===== config.mk =====
export PLATFORM = sky130hd
export DESIGN_NAME = vend_fsm_top
export DESIGN_NICKNAME = d
export VERILOG_FILES = /design/src/rtl/vend_pkg.sv /design/src/rtl/vend_coin_decode.sv /design/src/rtl/vend_credit_fsm.sv /design/src/rtl/vend_out_stage.sv /design/src/rtl/vend_fsm_top.sv
export SDC_FILE = /design/constraint.sdc
export NUM_CORES = 1
export LEC_CHECK = 0
export BUFFER_PORTS_ARGS = -buffer_cell sky130_fd_sc_hd__buf_2
export CAP_MARGIN = 25
export CORE_UTILIZATION = 30
export DETAILED_ROUTE_END_ITERATION = 10
export GPL_TIMING_DRIVEN = 0
export SKIP_CTS_REPAIR_TIMING = 1
export SLEW_MARGIN = 20
export SYNTH_ARGS = -nofsm -noshare
export SYNTH_HDL_FRONTEND = slang
export SYNTH_SLANG_ARGS = --single-unit

===== constraint.sdc =====
create_clock -name clk -period 1.2 [get_ports clk]
set_clock_uncertainty 0.1 [all_clocks]
set_input_delay 0 -clock clk [delete_from_list [all_inputs] [get_ports clk]]
set_output_delay 0 -clock clk [all_outputs]
set_load 0.005 [all_outputs]

===== src/rtl/vend_pkg.sv =====
package vend_pkg;

    localparam int UNIT_CENTS = 5;
    localparam int PRICE_UNITS = 9;                 // 45 cents
    localparam int MAX_IDLE_UNITS = PRICE_UNITS - 1; // 40 cents
    localparam int CREDIT_W = $clog2(PRICE_UNITS);
    localparam int CHG_W = 3;

    typedef enum logic [CREDIT_W-1:0] {
        CR_00 = 4'd0,
        CR_05 = 4'd1,
        CR_10 = 4'd2,
        CR_15 = 4'd3,
        CR_20 = 4'd4,
        CR_25 = 4'd5,
        CR_30 = 4'd6,
        CR_35 = 4'd7,
        CR_40 = 4'd8
    } credit_e;

    typedef enum logic [2:0] {
        COIN_NONE,
        COIN_05,
        COIN_10,
        COIN_25,
        COIN_BAD
    } coin_e;

    typedef struct packed {
        credit_e          nxt;
        logic             vend;
        logic [CHG_W-1:0] chg;
    } step_t;

    function automatic step_t go_to(credit_e s);
        step_t r;
        r.nxt  = s;
        r.vend = 1'b0;
        r.chg  = '0;
        return r;
    endfunction

    function automatic step_t vend_with(logic [CHG_W-1:0] units);
        step_t r;
        r.nxt  = CR_00;
        r.vend = 1'b1;
        r.chg  = units;
        return r;
    endfunction

    // Fixed transition table: every (credit, coin) pair is spelled out.
    function automatic step_t take_coin(credit_e cur, coin_e coin);
        step_t r;
        r = go_to(cur);
        if (coin == COIN_05 || coin == COIN_10 || coin == COIN_25) begin
            case (cur)
                CR_00: case (coin)
                    COIN_05: r = go_to(CR_05);
                    COIN_10: r = go_to(CR_10);
                    default: r = go_to(CR_25);
                endcase
                CR_05: case (coin)
                    COIN_05: r = go_to(CR_10);
                    COIN_10: r = go_to(CR_15);
                    default: r = go_to(CR_30);
                endcase
                CR_10: case (coin)
                    COIN_05: r = go_to(CR_15);
                    COIN_10: r = go_to(CR_20);
                    default: r = go_to(CR_35);
                endcase
                CR_15: case (coin)
                    COIN_05: r = go_to(CR_20);
                    COIN_10: r = go_to(CR_25);
                    default: r = go_to(CR_40);
                endcase
                CR_20: case (coin)
                    COIN_05: r = go_to(CR_25);
                    COIN_10: r = go_to(CR_30);
                    default: r = vend_with(3'd0);
                endcase
                CR_25: case (coin)
                    COIN_05: r = go_to(CR_30);
                    COIN_10: r = go_to(CR_35);
                    default: r = vend_with(3'd1);
                endcase
                CR_30: case (coin)
                    COIN_05: r = go_to(CR_35);
                    COIN_10: r = go_to(CR_40);
                    default: r = vend_with(3'd2);
                endcase
                CR_35: case (coin)
                    COIN_05: r = go_to(CR_40);
                    COIN_10: r = vend_with(3'd0);
                    default: r = vend_with(3'd3);
                endcase
                CR_40: case (coin)
                    COIN_05: r = vend_with(3'd0);
                    COIN_10: r = vend_with(3'd1);
                    default: r = vend_with(3'd4);
                endcase
                default: r = go_to(CR_00);
            endcase
        end
        return r;
    endfunction

endpackage


===== src/rtl/vend_coin_decode.sv =====
module vend_coin_decode
    import vend_pkg::*;
(
    input  logic  clk,
    input  logic  rst,
    input  logic  str_5,
    input  logic  str_10,
    input  logic  str_25,
    output coin_e coin
);

    always_comb begin
        case ({str_25, str_10, str_5})
            3'b000:  coin = COIN_NONE;
            3'b001:  coin = COIN_05;
            3'b010:  coin = COIN_10;
            3'b100:  coin = COIN_25;
            default: coin = COIN_BAD;
        endcase
    end

    // any multi-hot strobe pattern is flagged as a rejected input
    p_multi_hot_rejected_r7: assert property (@(posedge clk) disable iff (rst)
        ($countones({str_25, str_10, str_5}) > 1) |-> (coin == COIN_BAD));

    // a lone strobe is always decoded as a coin
    p_single_accepted_r2: assert property (@(posedge clk) disable iff (rst)
        ($onehot0({str_25, str_10, str_5}) && (str_5 || str_10 || str_25))
        |-> (coin != COIN_BAD && coin != COIN_NONE));

endmodule


===== src/rtl/vend_credit_fsm.sv =====
module vend_credit_fsm
    import vend_pkg::*;
(
    input  logic    clk,
    input  logic    rst,
    input  coin_e   coin,
    output credit_e credit_q,
    output step_t   step
);

    always_comb step = take_coin(credit_q, coin);

    always_ff @(posedge clk) begin
        if (rst) credit_q <= CR_00;
        else     credit_q <= step.nxt;
    end

    // reset always lands on the zero-credit state
    p_reset_zero_r1: assert property (@(posedge clk)
        rst |=> (credit_q == CR_00));

    // a rejected pattern leaves the credit untouched
    p_bad_holds_r7: assert property (@(posedge clk) disable iff (rst)
        (coin == COIN_BAD) |=> $stable(credit_q));

    // an idle cycle leaves the credit untouched
    p_idle_holds_r8: assert property (@(posedge clk) disable iff (rst)
        (coin == COIN_NONE) |=> $stable(credit_q));

    // with no vend, credit never drops while a coin is taken
    p_credit_rises_r2: assert property (@(posedge clk) disable iff (rst)
        (coin == COIN_05 && credit_q != CR_40) |=> (credit_q != CR_00));

endmodule


===== src/rtl/vend_out_stage.sv =====
module vend_out_stage
    import vend_pkg::*;
#(
    parameter int OUT_W = CHG_W
) (
    input  logic             clk,
    input  logic             rst,
    input  step_t            step,
    output logic             vend_q,
    output logic [OUT_W-1:0] chg_q
);

    always_ff @(posedge clk) begin
        if (rst) begin
            vend_q <= 1'b0;
            chg_q  <= '0;
        end else begin
            vend_q <= step.vend;
            chg_q  <= step.vend ? OUT_W'(step.chg) : '0;
        end
    end

    // outputs are cleared by reset
    p_reset_clear_r1: assert property (@(posedge clk)
        rst |=> (!vend_q && chg_q == '0));

    // a vend pulse never lasts two cycles
    p_single_pulse_r3: assert property (@(posedge clk) disable iff (rst)
        vend_q |=> !vend_q);

    // change never exceeds four units
    p_change_max_r4: assert property (@(posedge clk) disable iff (rst)
        vend_q |-> (chg_q <= OUT_W'(4)));

    // no change without a vend
    p_change_idle_r5: assert property (@(posedge clk) disable iff (rst)
        !vend_q |-> (chg_q == '0));

endmodule


===== src/rtl/vend_fsm_top.sv =====
module vend_fsm_top
    import vend_pkg::*;
#(
    parameter int CHG_BITS = CHG_W
) (
    input  logic                clk,
    input  logic                rst,
    input  logic                coin_5,
    input  logic                coin_10,
    input  logic                coin_25,
    output logic                dispense,
    output logic [CHG_BITS-1:0] change
);

    coin_e   coin;
    credit_e credit_q;
    step_t   step;

    vend_coin_decode u_dec (
        .clk    (clk),
        .rst    (rst),
        .str_5  (coin_5),
        .str_10 (coin_10),
        .str_25 (coin_25),
        .coin   (coin)
    );

    vend_credit_fsm u_fsm (
        .clk      (clk),
        .rst      (rst),
        .coin     (coin),
        .credit_q (credit_q),
        .step     (step)
    );

    vend_out_stage #(.OUT_W(CHG_BITS)) u_out (
        .clk    (clk),
        .rst    (rst),
        .step   (step),
        .vend_q (dispense),
        .chg_q  (change)
    );

    // the credit is zero whenever a drink is being released
    p_vend_zero_r6: assert property (@(posedge clk) disable iff (rst)
        dispense |-> (credit_q == CR_00));

endmodule


==> flow_summary.ini, run 1 <==
[status]
outcome = finished with violations
violations = negative setup slack

[logic_synthesis]
synth_edf_count = 0
yosysTopAreaCellShare = 0.284
synth.distinct_cells = 35
synth_ff_type = dfxtp_1
netlist_area_um2 = 563
synth_most_common_cell = nand2_1
yosys_warnings = 0
synth_common_cells = 9 x nand2_1, 8 x dfxtp_1, 4 x nor2_1, 4 x o21ai_0
synth.avg_cell_area_um2 = 8.28
synth_area_leaders = dfxtp_1 28%, nand2_1 6.0%, nand3b_1 4.0%
netlist_instances = 68
synth_nets = 73
async_flop_share = 0
yosys.area.top_type = dfxtp_1
ys_seq_area_frac = 0.284
ys_seq_elements = 8

[floorplanning]
die_area_um2 = 2050
die_y_um = 45.3
initial_utilization = 0.323
ioPinCount = 9
core_um2 = 1750
rows = 15
die_x_um = 45.3

[clock_tree]
cts_buffer_depth = 2
clk_latency_ns = 0.26
htreeDepth = 1
clk_pin_slew_ns = 0.06
cts.sinks = 8
numCtsBuffers = 3
cts_tree = built
cts_root_buffer = clkbuf_4

[placement]
dpl_cell_area_um2 = 644
pre_cts_slack_ns = -0.0822
routabilityCongestion = 0.789
io_buffer_count = 8
hpwl_um = 837

[sta]
rsz0062_at_grt = yes
setup-tns-final_ns = -0.225
finalCritPeriodShare = 1.08
tightest_slew_ns = 0.275
fmax_ghz = 0.772
slew_headroom = 0.817
maxSlewViolCount = 0
hold_slack_ns = 0.0352
finalCriticalPeriod_ns = 1.29
layout_setup_ws_ns = -0.0949
hold_viol = 0
finalSetupViolCount = 4

[worst_hold_path]
holdCritPathClass = in2reg

[setup_path]
path_buf_inv = 1
cpMaxStageDelayCell = dfxtp_2
worstPathCellList = buf_6, nor3_4, nand2_2, mux2_4, nor2_1
path_delay_family = simple AND/OR/NAND/NOR gates
cp.arrival_ns = 1.39
cpPeakStageDelay_ns = 0.34
required_ns = 1.30
end_kind = flip-flop
path_class = reg2reg
crit_path_start_kind = flip-flop
critPathMaxFanout = 10

[drt]
drt_iter0_markers = 16
drtAntennaViolNets = 0
firstDrtPassIters = 4
wirelength_um = 1290
drcViolationCount = 0
vias = 545
vias_per_cell = 5.19
wl_per_cell_um = 12.3

[global_route]
grt_pass1_wl_um = 2030
grt_remaining_overflow = 0
track_usage = 0.143
grt_pass1_vias = 467
antenna_found_initial = 0
grt_max_degree = 11

[power]
p_leak_nw = 0.268
p_total_mw = 0.675
p_switching_mw = 0.207
pwr-share-clk = 0.322
pwr-share-seq = 0.430
p_per_area_nw_per_um2 = 958
power.internal_mw = 0.468
irDropWorstVdd_v = 0.000268
pwr-share-comb = 0.247
switching_share = 0.307

[final_layout]
antenna_cells = 0
fin_area_um2 = 704
fin_nets = 87
area_growth_pct = 25.1
layout-drive-gt1-share = 0.400
fillers = 174

[flow_run]
drv_cap = 0
final timing paths:
kind / slack (ns) / start / depth (start not counted) / end
max: -0.09 / u_fsm.credit_q[2] / 5 / u_out.chg_q[0]
min: 0.04 / coin_5 / 4 / u_out.chg_q[2]
max reg2reg: -0.09 / u_fsm.credit_q[2] / 5 / u_out.chg_q[0]
min reg2reg: 0.45 / u_fsm.credit_q[1] / 2 / u_fsm.credit_q[1]
power by group through the flow:
stage | logic (mW) | registers, mW | clock network, mW
after floorplan | 0.123 | 0.284 | 0
after global placement | 0.159 | 0.285 | 0
after detailed placement | 0.160 | 0.285 | 0
after CTS | 0.162 | 0.279 | 0.215
after global routing | 0.183 | 0.292 | 0.229
final | 0.167 | 0.290 | 0.218
cells in the final DEF (no fill, tap or decap), types with 2 or more instances in the layout:
master / synthesis / final
inv_1: 3 / 3
clkbuf_4: 0 / 3
dfxtp_2: 0 / 2
nand4_1: 2 / 2
dfxtp_1: 8 / 6
nand2_1: 9 / 8
nor2b_1: 2 / 2
o21ai_0: 4 / 2
nand2b_1: 2 / 2
mux2_4: 1 / 2
nand3b_1: 3 / 3
a211oi_1: 2 / 2
buf_2: 2 / 9
a21oi_1: 2 / 2
nor2_1: 4 / 4
nor3_1: 2 / 2
o21ai_2: 0 / 2
layer usage:
layer  wire length, um  vias up  part of all wire  track usage
met5                 0        -                 0            0
met4                33        0             0.026       0.0909
met3                44        5             0.034       0.0360
met2               642       14              0.50        0.223
met1               571      252              0.44        0.173
li1                  -      274                 -            -
stage by stage:
stage                     cells   util
after floorplan              68      -
after global placement      101  0.369
after detailed placement    101  0.369
after CTS                   104  0.382
after global routing        105  0.404
final                       105  0.404
layout make-up:
cell class | instances | area, um2 | area share
multi-input cells | 53 | 388 | 0.551
flip-flops and latches | 8 | 163 | 0.231
repair buffers | 10 | 57.6 | 0.0817
plain buffers | 3 | 31.3 | 0.0444
well taps | 25 | 31.3 | 0.0444
clock buffers | 3 | 22.5 | 0.0320
inverters | 3 | 11.3 | 0.0160
state kept, by name, summed over array words and instances (netlist names):
name	flops
u_fsm.credit_q	4
u_out.chg_q	3
u_out.vend_q	1
worst min-delay path: cells and delay by family:
kind,cells,cell delay (ns)
buf+inv,1,0.15
simple gates,3,0.19
logic make-up (layout without fill, tap and decap cells):
kind of cell	after synthesis	in the layout	synth area share
simple gates	32	32	0.331
compound gates	19	19	0.262
flops	8	8	0.284
buf+inv	7	19	0.0756
mux	2	2	0.0467
Power figures use the tool's default switching activity.
==> inputs of run 2 (changes only) <==
--- a/config.mk
+++ b/config.mk
@@ -10,6 +10,7 @@
 export CORE_UTILIZATION = 30
 export DETAILED_ROUTE_END_ITERATION = 10
 export GPL_TIMING_DRIVEN = 0
+export MAX_ROUTING_LAYER = met4
 export SKIP_CTS_REPAIR_TIMING = 1
 export SLEW_MARGIN = 20
 export SYNTH_ARGS = -nofsm -noshare
==> flow_summary.ini, run 2 (synthesized netlist as in run 1, its figures left out) <==
[setup_path]
crit_path_start_kind = flip-flop
critPathMaxFanout = 10
path_class = reg2reg
cp.arrival_ns = 1.39
required_ns = 1.29
end_kind = flip-flop

[drt]
vias = 546
highest-signal-layer = met4
firstDrtPassIters = 4
vias_per_cell = 5.20
drcViolationCount = 0
wl_met2_um = 636
drt_iter0_markers = 18
drtAntennaViolNets = 0
wl_met1_um = 573
wirelength_um = 1290
wl_per_cell_um = 12.3
wl_met3_um = 40

[global_route]
track_usage = 0.147
antenna_found_initial = 0
grt_remaining_overflow = 0
grt_max_degree = 11
grt_pass1_wl_um = 2040
grt_pass1_vias = 467

[sta]
slew_headroom = 0.817
maxSlewViolCount = 0
finalCritPeriodShare = 1.08
finalSetupViolCount = 4
hold_slack_ns = 0.0392
tightest_slew_ns = 0.275
rsz0062_at_grt = yes
fmax_ghz = 0.772
finalCriticalPeriod_ns = 1.29
hold_viol = 0
layout_setup_ws_ns = -0.0948

[final_layout]
fin_area_um2 = 704
top_regs = u_fsm.credit_q: 4 flops, u_out.chg_q: 3 flops, u_out.vend_q: 1 flops
largest_reg_flops = 4
multi_input_area_um2 = 388
regMostFlops = u_fsm.credit_q
fillers = 174
final_common_cell = buf_2
register_area_um2 = 163
area_growth_pct = 25.1
final_cell_mix = 9 x buf_2, 8 x nand2_1, 6 x dfxtp_1, 4 x nor2_1
antenna_cells = 0
final_util = 0.404
fin_nets = 87
layout-drive-gt1-share = 0.400

[power]
switching_share = 0.304
p_total_mw = 0.671
irDropWorstVdd_v = 0.000268
p_per_area_nw_per_um2 = 953
pwr-share-comb = 0.249
power.internal_mw = 0.467
pwr-share-seq = 0.432
p_switching_mw = 0.204
pwr-share-clk = 0.319
p_leak_nw = 0.268

[placement]
pre_cts_slack_ns = -0.0822
routabilityCongestion = 0.800
dpl_cell_area_um2 = 644
io_buffer_count = 8
hpwl_um = 837

[floorplanning]
die_y_um = 45.3
core_um2 = 1750
ioPinCount = 9
die_area_um2 = 2050
initial_utilization = 0.323
rows = 15
die_x_um = 45.3

[status]
violations = negative setup slack
outcome = finished with violations

[clock_tree]
cts_buffer_depth = 2
numCtsBuffers = 3
clk_latency_ns = 0.26
clk_pin_slew_ns = 0.06
htreeDepth = 1
cts_root_buffer = clkbuf_4
cts_tree = built
cts.sinks = 8

[worst_hold_path]
holdCritPathClass = in2reg

[flow_run]
drv_cap = 0
==> run 2: cell counts in the layout (fill, tap and decap cells not counted) <==
Identical to the previous run, type by type.
==> run 2: path summary, 6_finish.rpt <==
check / startpoint / endpoint / slack (ns) / cells after the start
worst min-delay path: coin_5 / u_out.chg_q[2] / 0.04 / 4
worst min register to register: u_fsm.credit_q[1] / u_fsm.credit_q[1] / 0.45 / 2
worst max-delay path: u_fsm.credit_q[2] / u_out.chg_q[0] / -0.09 / 5
worst max register to register: u_fsm.credit_q[2] / u_out.chg_q[0] / -0.09 / 5
==> run 2: worst max-delay path: stages (launching register included) <==
cell     delay [ns]
dfxtp_2        0.34
buf_6          0.14
nor3_4         0.22
nand2_2        0.09
mux2_4         0.26
nor2_1         0.08
==> run 2: final cells by class <==
class	instances	area share
clock buffers	3	0.0320
repair buffers	10	0.0817
well taps	25	0.0444
inverters	3	0.0160
plain buffers	3	0.0444
multi-input cells	53	0.551
flip-flops and latches	8	0.231
==> run 2: metal layers <==
metal,vias to the layer above,GRT usage
met4,0,0.0909
li1,274,-
met5,-,-
met3,5,0.0360
met2,14,0.223
met1,253,0.173
==> run 2: power groups by stage <==
stage	registers (mW)	clock network [mW]	logic, mW
2_1_floorplan	0.284	0	0.123
3_3_place_gp	0.285	0	0.159
3_5_place_dp	0.285	0	0.160
4_1_cts	0.279	0.215	0.162
5_1_grt	0.292	0.229	0.183
6_report	0.290	0.214	0.167
==> run 2: stage by stage <==
stage	cells	setup TNS (ns)
2_1_floorplan	68	-0.0221
3_3_place_gp	101	-0.195
3_5_place_dp	101	-0.199
4_1_cts	104	-0.245
5_1_grt	105	-0.521
6_report	105	-0.225
